`src/rtl/cbypass_adder16.sv`:
```
module cbypass_adder16 #(
  parameter int WIDTH   = 16,
  parameter int GROUP   = 4,
  parameter bit REG_OUT = 1'b1
) (
  input  logic             clk,
  input  logic             rst_n,
  input  logic [WIDTH-1:0] a,
  input  logic [WIDTH-1:0] b,
  input  logic             cin,
  output logic [WIDTH-1:0] sum,
  output logic             cout
);
  localparam int NGRP = WIDTH / GROUP;

  logic [WIDTH-1:0] prop, gen, sum_d;
  logic [NGRP:0]    grp_carry;
  logic [NGRP-1:0]  grp_bypass;

  assign prop         = a ^ b;
  assign gen          = a & b;
  assign grp_carry[0] = cin;

  for (genvar gi = 0; gi < NGRP; gi++) begin : g_grp
    logic [GROUP:0] rc;
    assign rc[0] = grp_carry[gi];
    for (genvar bi = 0; bi < GROUP; bi++) begin : g_bit
      localparam int K = gi * GROUP + bi;
      assign rc[bi+1]  = gen[K] | (prop[K] & rc[bi]);
      assign sum_d[K]  = prop[K] ^ rc[bi];
    end
    assign grp_bypass[gi]   = &prop[gi*GROUP +: GROUP];
    assign grp_carry[gi+1]  = grp_bypass[gi] ? grp_carry[gi] : rc[GROUP];
  end

  if (REG_OUT) begin : g_reg
    always_ff @(posedge clk or negedge rst_n) begin
      if (!rst_n) begin
        sum  <= '0;
        cout <= 1'b0;
      end else begin
        sum  <= sum_d;
        cout <= grp_carry[NGRP];
      end
    end
  end else begin : g_comb
    assign sum  = sum_d;
    assign cout = grp_carry[NGRP];
  end
endmodule

```
`config.mk`:
```
export PLATFORM = sky130hd
export DESIGN_NAME = cbypass_adder16
export DESIGN_NICKNAME = d
export VERILOG_FILES = /design/src/rtl/cbypass_adder16.sv
export SDC_FILE = /design/constraint.sdc
export NUM_CORES = 1
export LEC_CHECK = 0
export ABC_AREA = 1
export CORE_MARGIN = 10
export CORE_UTILIZATION = 40
export CTS_CLUSTER_SIZE = 30
export DETAILED_ROUTE_END_ITERATION = 12
export PLACE_DENSITY_LB_ADDON = 0.05
export SYNTH_ARGS = -nofsm -noshare
export SYNTH_HDL_FRONTEND = slang
export SYNTH_SLANG_ARGS = --single-unit
export TNS_END_PERCENT = 100
```
`constraint.sdc`:
```
create_clock -name clk -period 0.8 [get_ports clk]
set_clock_uncertainty 0.05 [all_clocks]
set_input_delay 0.08 -clock clk [delete_from_list [all_inputs] [get_ports clk]]
set_output_delay 0.08 -clock clk [all_outputs]
set_load 0.02 [all_outputs]
```
==> results of run 1 <==
## power by group
| part | switching, uW | total, uW | internal, uW |
|---|---|---|---|
| combinational | 643 | 1500 | 853 |
| sequential | 78.8 | 1110 | 1030 |
| clock | 294 | 481 | 186 |
| total | 1020 | 3090 | 2070 |
## worst max-delay path by stage
stage | startpoint | end | depth (start not counted)
final | a[0] | sum[15]$_DFF_PN0_ | 27
after global routing | a[0] | sum[15]$_DFF_PN0_ | 27
after CTS | a[0] | sum[15]$_DFF_PN0_ | 27
after detailed placement | a[0] | sum[15]$_DFF_PN0_ | 27
after global placement | a[0] | sum[15]$_DFF_PN0_ | 27
after floorplan | a[0] | sum[15]$_DFF_PN0_ | 26
## critical path, delay by kind of cell
family / cells / cell delay [ns]
compound gates: 2 / 0.25
simple gates: 4 / 0.64
buf+inv: 5 / 0.30
fa+ha+maj: 16 / 5.44
## synthesized netlist by cell type
cell type,number,area [sq um]
dfrtp_1,17,425
nand3_1,1,5.00
and2_2,1,7.51
o21ai_1,1,5.00
or2_1,1,6.26
nor2_2,1,6.26
nand4_1,1,6.26
fa_1,16,320
or2_2,1,6.26
nor2_1,2,7.51
inv_1,10,37.5
nand2_1,9,33.8
o21bai_2,1,11.3
ha_1,16,200
and2_1,1,6.26
nand3_2,2,20.0
## stage by stage
| step | cell area, sq um | setup TNS (ns) | util | hold WS (ns) |
|---|---|---|---|---|
| 6_report | 2010 | -50.66 | 0.792 | 0.0484 |
| 5_1_grt | 2010 | -52.95 | 0.792 | 0.0657 |
| 4_1_cts | 2020 | -50.79 | 0.794 | 0.0561 |
| 3_5_place_dp | 1800 | -66.58 | 0.708 | 0.383 |
| 3_3_place_gp | 1800 | -65.55 | 0.708 | 0.383 |
| 2_1_floorplan | 1170 | -49.38 | - | -0.266 |
## layout make-up
cell class | count | area share
clock buffer | 3 | 0.0112
clock inverter | 1 | 0.00248
inverter | 10 | 0.0286
multi-input combinational | 54 | 0.348
sequential | 17 | 0.211
tap | 30 | 0.0186
timing repair buffer | 79 | 0.380
## layer usage
layer / global-route usage / wire, um
met1: 0.104 / 1060
met4: 0.0570 / 66
met5: 0 / 0
met3: 0.0259 / 183
met2: 0.216 / 1490
## kinds of logic after synthesis
group,count (synthesis)
adder cells (fa/ha/maj),32
AND/OR/NAND/NOR,20
flip-flops,17
buffers and inverters,10
AO/OA/AOI/OAI,2
## timing repair
action / in CTS / in global routing
resized for setup: 127 / 2
setup buffers: 20 / 0
pin swaps: 3 / 1
setup endpoints to repair: 34 / 33
## flip-flops by register name, summed over array words and instances (netlist names)
register	cells
cout	1
sum	16
==> flow_summary_export.csv, run 1 <==
group,metric,value,unit
timing,fin_ws,-5.70,ns
finish,seqCellArea,425,sq um
routing,vias_per_cell,4.53,
placed_design,dpl.hpwl,2.21,mm
yosys,yosysWarnings,0,
yosys,ys_types,16,
setup_path,startpoint_type,"primary input",
floorplan,die_w,72.6,um
finish,drive_gt1_frac,0.506,
finish,mostFrequentLayoutCells,"clkdlybuf4s50_1 (29), buf_4 (27), buf_6 (19), dfrtp_1 (17)",
yosys,synth_area,1100,sq um
placed_design,place_congestion,0.715,
timing,period_needed,6.50,ns
clock_tree,clkTransAtPathRegs,0.11,ns
finish,multi_input_comb_area,702,sq um
grt,grt_pass1_vias,1041,
timing,max_freq,154,MHz
yosys,yosysSeqAreaShare,0.385,
setup_path,slowest_stage,"fa_2",
yosys,synth_adder_area_share,0.471,
floorplan,core,2540,sq um
grt,grt_usage,0.111,
yosys,synth_compound_area_frac,0.0147,
routing,firstDrtPassIters,3,
setup_path,critical_path_required,1.00,ns
timing,slew_viol_final,0,
setup_path,critPathMostFrequentCell,"fa_2",
power_and_ir_drop,ir_drop,1060,uV
timing,slew-limit-headroom,0.893,
timing,setup_viol,33,
floorplan,num_rows,18,
clock_tree,cts_sinks,17,
outcome,violations,"setup timing",
floorplan,die_h,72.6,um
finish,diodes,0,
clock_tree,htreeDepth,1,
routing,drc,0,
outcome,status,"finished, violations left",
grt,grt_start_max_net_pins,18,
grt,gr-total-overflow,0,
timing,worst_slew_pin_slew,0.160,ns
timing,period_share,8.13,
finish,layout.cells.non_filler,194,
yosys,syn_avg_cell_area,13.6,sq um
power_and_ir_drop,leakagePower,0.000937,uW
timing,rsz0062_at_grt,"yes",
placed_design,dpl_worst_slack,-6.52,ns
yosys,synth_mux_area_frac,0,
routing,avgRoutedWirePerCell,14.5,um
clock_tree,holdBufCountCts,0,
setup_path,path_max_fanout,2,
power_and_ir_drop,power,3090,uW
routing,routed_wl,2.81,mm
yosys,syn_nets,148,
yosys,synth-seq-cells,17,
finish,nets,232,
setup_path,cp-end-kind,"flip-flop",
yosys,synth_simple_gate_area_frac,0.0951,
finish,area_growth,82.3,%
clock_tree,cts_tree,"yes",
placed_design,io_buffers,51,
hold_path,hp-class,"primary input to asynchronous set/reset pin",
finish,fillers,167,
grt,grt_pass1_wl,4.62,mm
yosys,synth_cells,81,
finish,final_common_cell,"clkdlybuf4s50_1",
clock_tree,root_buffer,"clkbuf_4",
setup_path,max_stage_delay,0.43,ns
placed_design,dp.cells,171,
floorplan,die-area,5260,sq um
yosys,synth_top_family_by_area,"adder cells",
timing,finalHoldViolCount,0,
floorplan,io_pins,52,
setup_path,path_class,"primary input to flip-flop",
routing,ant_nets,0,
floorplan,initial_core_util,0.434,
routing,vias,878,
clock_tree,cts_made_buffers,3,
routing,drtIter0Drc,26,
run,maxCapViolCount,0,
power_and_ir_drop,p_per_area,1530,nW/um^2
clock_tree,clk_path_buf_depth,2,
grt,antenna_found_initial,0,
yosys,synth_xor_area_frac,0,
setup_path,arrival,6.70,ns
(Power assumes the default switching activity.)
==> run 2, diff against run 1 <==
--- a/config.mk
+++ b/config.mk
@@ -6,8 +6,9 @@
 export NUM_CORES = 1
 export LEC_CHECK = 0
 export ABC_AREA = 1
-export CORE_MARGIN = 10
+export CORE_MARGIN = 5
 export CORE_UTILIZATION = 40
+export CTS_BUF_LIST = sky130_fd_sc_hd__clkbuf_4 sky130_fd_sc_hd__clkbuf_8 sky130_fd_sc_hd__clkbuf_16
 export CTS_CLUSTER_SIZE = 30
 export DETAILED_ROUTE_END_ITERATION = 12
 export PLACE_DENSITY_LB_ADDON = 0.05
==> run 2 against run 1 <==
Compared with the run above:
- the flow still finishes with violations (setup timing)
- sequential power about the same
- non-clock buffer count decreased by 17
- final cell count decreased by 8.2%
- setup slack improved by 0.065 ns
- sequential share of layout area increased by 1.4 points
- sequential cell count unchanged
- critical path type unchanged
- fmax increased by 1.0%
- power decreased by 5.6%
- die area decreased by 26%
- routed wire length decreased by 22%
- critical endpoint unchanged
==> flow_summary_export.csv, run 2 (synthesis results as in run 1) <==
group,metric,value,unit
outcome,status,"finished, violations left",
outcome,violations,"setup timing",
timing,slew_viol_final,0,
clock_tree,root_buffer,"clkbuf_4",
finish,reg_top3,"sum: 16 flops, cout: 1 flops",
routing,routed_wl,2.19,mm
timing,slew-limit-headroom,0.892,
timing,period_needed,6.44,ns
routing,vias,785,
floorplan,initial_core_util,0.408,
setup_path,critPathMostFrequentCell,"fa_2",
timing,finalHoldViolCount,0,
floorplan,num_rows,19,
setup_path,critPathBufInv,5,
timing,max_freq,155,MHz
setup_path,critical_path_required,1.00,ns
run,maxCapViolCount,0,
grt,antenna_found_initial,0,
placed_design,place_congestion,0.706,
timing,fin_ws,-5.64,ns
grt,gr-total-overflow,0,
power_and_ir_drop,p_per_area,1540,nW/um^2
placed_design,dpl_worst_slack,-6.49,ns
finish,drive_gt1_frac,0.442,
timing,period_share,8.05,
setup_path,max_stage_delay,0.42,ns
floorplan,die_h,62.6,um
clock_tree,holdBufCountCts,0,
finish,area_growth,70.9,%
setup_path,arrival,6.63,ns
clock_tree,cts_tree,"yes",
grt,grt_start_max_net_pins,18,
grt,grt_pass1_wl,3.83,mm
clock_tree,clk_path_buf_depth,2,
timing,rsz0062_at_grt,"yes",
routing,firstDrtPassIters,3,
routing,vias_per_cell,4.41,
power_and_ir_drop,leakagePower,0.000856,uW
clock_tree,htreeDepth,1,
setup_path,path_class,"primary input to flip-flop",
timing,setup_viol,33,
setup_path,cp-end-kind,"flip-flop",
floorplan,core,2710,sq um
setup_path,critPathTopFamily,"adder cells",
finish,final_common_cell,"clkdlybuf4s50_1",
setup_path,slowest_stage,"fa_2",
setup_path,path_max_fanout,2,
routing,drc,0,
grt,grt_pass1_vias,904,
clock_tree,cts_made_buffers,3,
grt,grt_usage,0.124,
finish,largest_register_ffs,16,
floorplan,die-area,3910,sq um
floorplan,die_w,62.6,um
clock_tree,cts_sinks,17,
placed_design,dpl.hpwl,1.91,mm
timing,worst_slew_pin_slew,0.161,ns
floorplan,io_pins,52,
finish,regMostFlops,"sum",
power_and_ir_drop,ir_drop,1100,uV
finish,mostFrequentLayoutCells,"clkdlybuf4s50_1 (29), buf_6 (19), dfrtp_1 (17), fa_2 (16), ha_1 (16)",
routing,ant_nets,0,
placed_design,dp.cells,172,
placed_design,io_buffers,51,
finish,layout.cells.non_filler,178,
routing,drtIter0Drc,11,
routing,avgRoutedWirePerCell,12.3,um
setup_path,startpoint_type,"primary input",
finish,nets,215,
hold_path,hp-class,"primary input to asynchronous set/reset pin",
clock_tree,clkTransAtPathRegs,0.10,ns
finish,diodes,0,
-- run 2: stage by stage --
step                cell area (sq um)  hold slack, ns   util  power [uW]  TNS [ns]
finish                           1890          0.0520  0.697        2910    -49.93
detailed placement               1800           0.383  0.666        2350    -66.05
floorplan                        1170          -0.266      -        1620    -49.38
CTS                              1890          0.0557  0.697        2950    -50.27
global route                     1890          0.0525  0.697        3130    -52.03
global placement                 1800           0.384  0.666        2320    -65.40
-- run 2: final timing paths --
| kind | from | end | slack (ns) | cells after the start |
|---|---|---|---|---|
| worst max-delay path | a[0] | sum[15]$_DFF_PN0_ | -5.64 | 27 |
| worst min-delay path | rst_n | sum[0]$_DFF_PN0_ | 0.05 | 2 |
| max in group asynchronous | rst_n | cout$_DFF_PN0_ | 0.52 | 2 |
| min in group clk | cin | sum[0]$_DFF_PN0_ | 0.10 | 4 |
-- run 2: layer usage --
layer | track usage | routed length (um) | vias up
li1 | - | - | 374
met1 | 0.128 | 799 | 370
met2 | 0.233 | 1160 | 36
met3 | 0.0198 | 166 | 5
met4 | 0.0716 | 59 | 0
met5 | 0 | 0 | -
-- run 2: area by class of cell --
cell class              instances  area, sq um
fillers                       204          822
multi-input cells              54          699
repair buffers                 62          637
flip-flops and latches         17          425
inverters                      10         57.6
well taps                      31         38.8
clock buffers                   4         30.0
-- run 2: what timing repair did --
action	4_1_cts	5_1_grt
setup buffers	2	0
resized for setup	127	1
pin swaps	2	1
cloned	0	0
endpoints found under the setup margin	34	33
-- run 2: power breakdown --
part / leakage [uW] / switching (uW) / internal [uW]
sequential: 0.000198 / 82.9 / 1030
clock: 0.0000184 / 279 / 228
combinational: 0.000640 / 577 / 714
==> run 3, diff against run 2 <==
--- a/config.mk
+++ b/config.mk
@@ -6,12 +6,14 @@
 export NUM_CORES = 1
 export LEC_CHECK = 0
 export ABC_AREA = 1
+export CELL_PAD_IN_SITES_DETAIL_PLACEMENT = 1
+export CELL_PAD_IN_SITES_GLOBAL_PLACEMENT = 1
 export CORE_MARGIN = 5
-export CORE_UTILIZATION = 40
+export CORE_UTILIZATION = 31
 export CTS_BUF_LIST = sky130_fd_sc_hd__clkbuf_4 sky130_fd_sc_hd__clkbuf_8 sky130_fd_sc_hd__clkbuf_16
 export CTS_CLUSTER_SIZE = 30
 export DETAILED_ROUTE_END_ITERATION = 12
-export PLACE_DENSITY_LB_ADDON = 0.05
+export PLACE_DENSITY = 0.85
 export SYNTH_ARGS = -nofsm -noshare
 export SYNTH_HDL_FRONTEND = slang
 export SYNTH_SLANG_ARGS = --single-unit
==> run 3 against run 2 <==
Compared with the run above:
- the run still ends with setup timing left
- power increased by 13%
- combinational power increased by 32%
- first-iteration DRC count grew to 3.2 times the previous value
- sequential cell count stayed put
- setup slack lost 0.19 ns
- utilization shrank 7.1 points
- cell area grew 12%
- critical endpoint unchanged
==> flow_summary_export.csv, run 3 (synthesis results as in run 1) <==
group,metric,value,unit
clock_tree,clk_path_buf_depth,2,
clock_tree,cts_tree,"yes",
routing,drtIter0Drc,35,
power_and_ir_drop,leakagePower,0.000992,uW
floorplan,die_w,69.7,um
timing,fin_ws,-5.83,ns
setup_path,slowest_stage,"fa_2",
grt,grt_start_max_net_pins,18,
timing,slew_viol_final,0,
finish,diodes,0,
timing,worst_slew_pin_slew,0.188,ns
power_and_ir_drop,p_per_area,1560,nW/um^2
floorplan,core,3390,sq um
placed_design,place_congestion,0.750,
routing,ant_nets,0,
timing,rsz0062_at_grt,"yes",
outcome,status,"finished, violations left",
grt,gr-total-overflow,0,
routing,routed_wl,4.60,mm
power_and_ir_drop,ir_drop,567,uV
clock_tree,root_buffer,"clkbuf_4",
timing,hold_ws,0.0722,ns
finish,mostFrequentLayoutCells,"buf_4 (38), clkdlybuf4s50_1 (29), buf_6 (19), dfrtp_1 (17)",
finish,largest_register_ffs,16,
grt,grt_pass1_vias,1239,
clock_tree,cts_sinks,17,
routing,drc,0,
routing,vias_per_cell,4.45,
hold_path,hp-class,"primary input to asynchronous set/reset pin",
timing,finalHoldViolCount,0,
routing,firstDrtPassIters,2,
clock_tree,cts_made_buffers,3,
routing,avgRoutedWirePerCell,20.8,um
run,maxCapViolCount,0,
finish,drive_gt1_frac,0.537,
timing,period_share,8.29,
placed_design,dpl_worst_slack,-6.58,ns
setup_path,crit_start,"a[0]",
grt,antenna_found_initial,0,
clock_tree,clkTransAtPathRegs,0.10,ns
floorplan,num_rows,21,
floorplan,die_h,69.7,um
timing,max_freq,151,MHz
finish,final_common_cell,"buf_4",
finish,nets,243,
setup_path,startpoint_type,"primary input",
clock_tree,holdBufCountCts,0,
outcome,violations,"setup timing",
routing,vias,983,
setup_path,max_stage_delay,0.42,ns
grt,grt_pass1_wl,6.96,mm
timing,period_needed,6.63,ns
finish,area_growth,91.8,%
clock_tree,htreeDepth,1,
placed_design,io_buffers,51,
setup_path,critPathMostFrequentCell,"fa_2",
timing,slew-limit-headroom,0.874,
floorplan,io_pins,52,
timing,setup_viol,33,
finish,reg_top3,"sum: 16 flops, cout: 1 flops",
setup_path,path_class,"primary input to flip-flop",
setup_path,arrival,6.83,ns
floorplan,initial_core_util,0.326,
finish,regMostFlops,"sum",
grt,grt_usage,0.193,
setup_path,critical_path_required,1.00,ns
setup_path,cp-end-kind,"flip-flop",
placed_design,dpl.hpwl,2.78,mm
floorplan,die-area,4860,sq um
setup_path,path_max_fanout,2,
-- run 3: changes by cell type in the layout (fill, tap and decap cells not counted), sizes merged --
| cell | delta |
|---|---|
| buf | +28 |
| clkbuf | -1 |
| clkinv | +1 |
-- run 3: what timing repair did --
| action | CTS | global route |
|---|---|---|
| resized for setup | 127 | 2 |
| setup buffers | 20 | 2 |
| endpoints found under the setup margin | 34 | 33 |
| pin swaps | 5 | 1 |
-- run 3: cell type report --
cell class | count | area (sq um)
fill | 330 | 1270
timing repair buffer | 90 | 847
multi-input combinational | 54 | 704
sequential | 17 | 425
inverter | 10 | 57.6
tap | 46 | 57.6
clock buffer | 3 | 22.5
clock inverter | 1 | 5.00
-- run 3: how the worst max path moves through the flow --
stage / to / depth (start not counted)
final: sum[15]$_DFF_PN0_ / 27
after global routing: sum[15]$_DFF_PN0_ / 39
after CTS: sum[15]$_DFF_PN0_ / 27
after detailed placement: sum[15]$_DFF_PN0_ / 27
after global placement: sum[15]$_DFF_PN0_ / 27
after floorplan: sum[15]$_DFF_PN0_ / 26
-- run 3: power by group --
group | internal [uW] | switching (uW) | leakage (uW)
Clock | 187 | 289 | 0.0000177
Sequential | 1030 | 96.5 | 0.000198
Combinational | 929 | 766 | 0.000776
Total | 2150 | 1150 | 0.000992
-- run 3: per-stage QoR --
| step | setup TNS [ns] | utilization | cell area, sq um | power, uW | cells |
|---|---|---|---|---|---|
| after detailed placement | -67.12 | 0.558 | 1890 | 2480 | 196 |
| after global routing | -53.80 | 0.625 | 2120 | 3470 | 221 |
| after global placement | -65.25 | 0.558 | 1890 | 2390 | 196 |
| after CTS | -50.99 | 0.622 | 2110 | 3160 | 220 |
| final | -52.13 | 0.625 | 2120 | 3300 | 221 |
| after floorplan | -49.38 | - | 1170 | 1620 | 81 |
-- run 3: worst max-delay path, delay by kind of cell --
| kind | cells | cell delay (ns) |
|---|---|---|
| AND/OR/NAND/NOR | 4 | 0.65 |
| buffers and inverters | 5 | 0.34 |
| AO/OA/AOI/OAI | 2 | 0.28 |
| adder cells (fa/ha/maj) | 16 | 5.46 |
-- run 3: metal layers --
layer | GRT usage | vias up | part of all wire
met5 | 0 | - | 0
met4 | 0.100 | 0 | 0.046
met3 | 0.0246 | 19 | 0.026
met2 | 0.370 | 30 | 0.57
met1 | 0.202 | 503 | 0.36
li1 | - | 431 | -
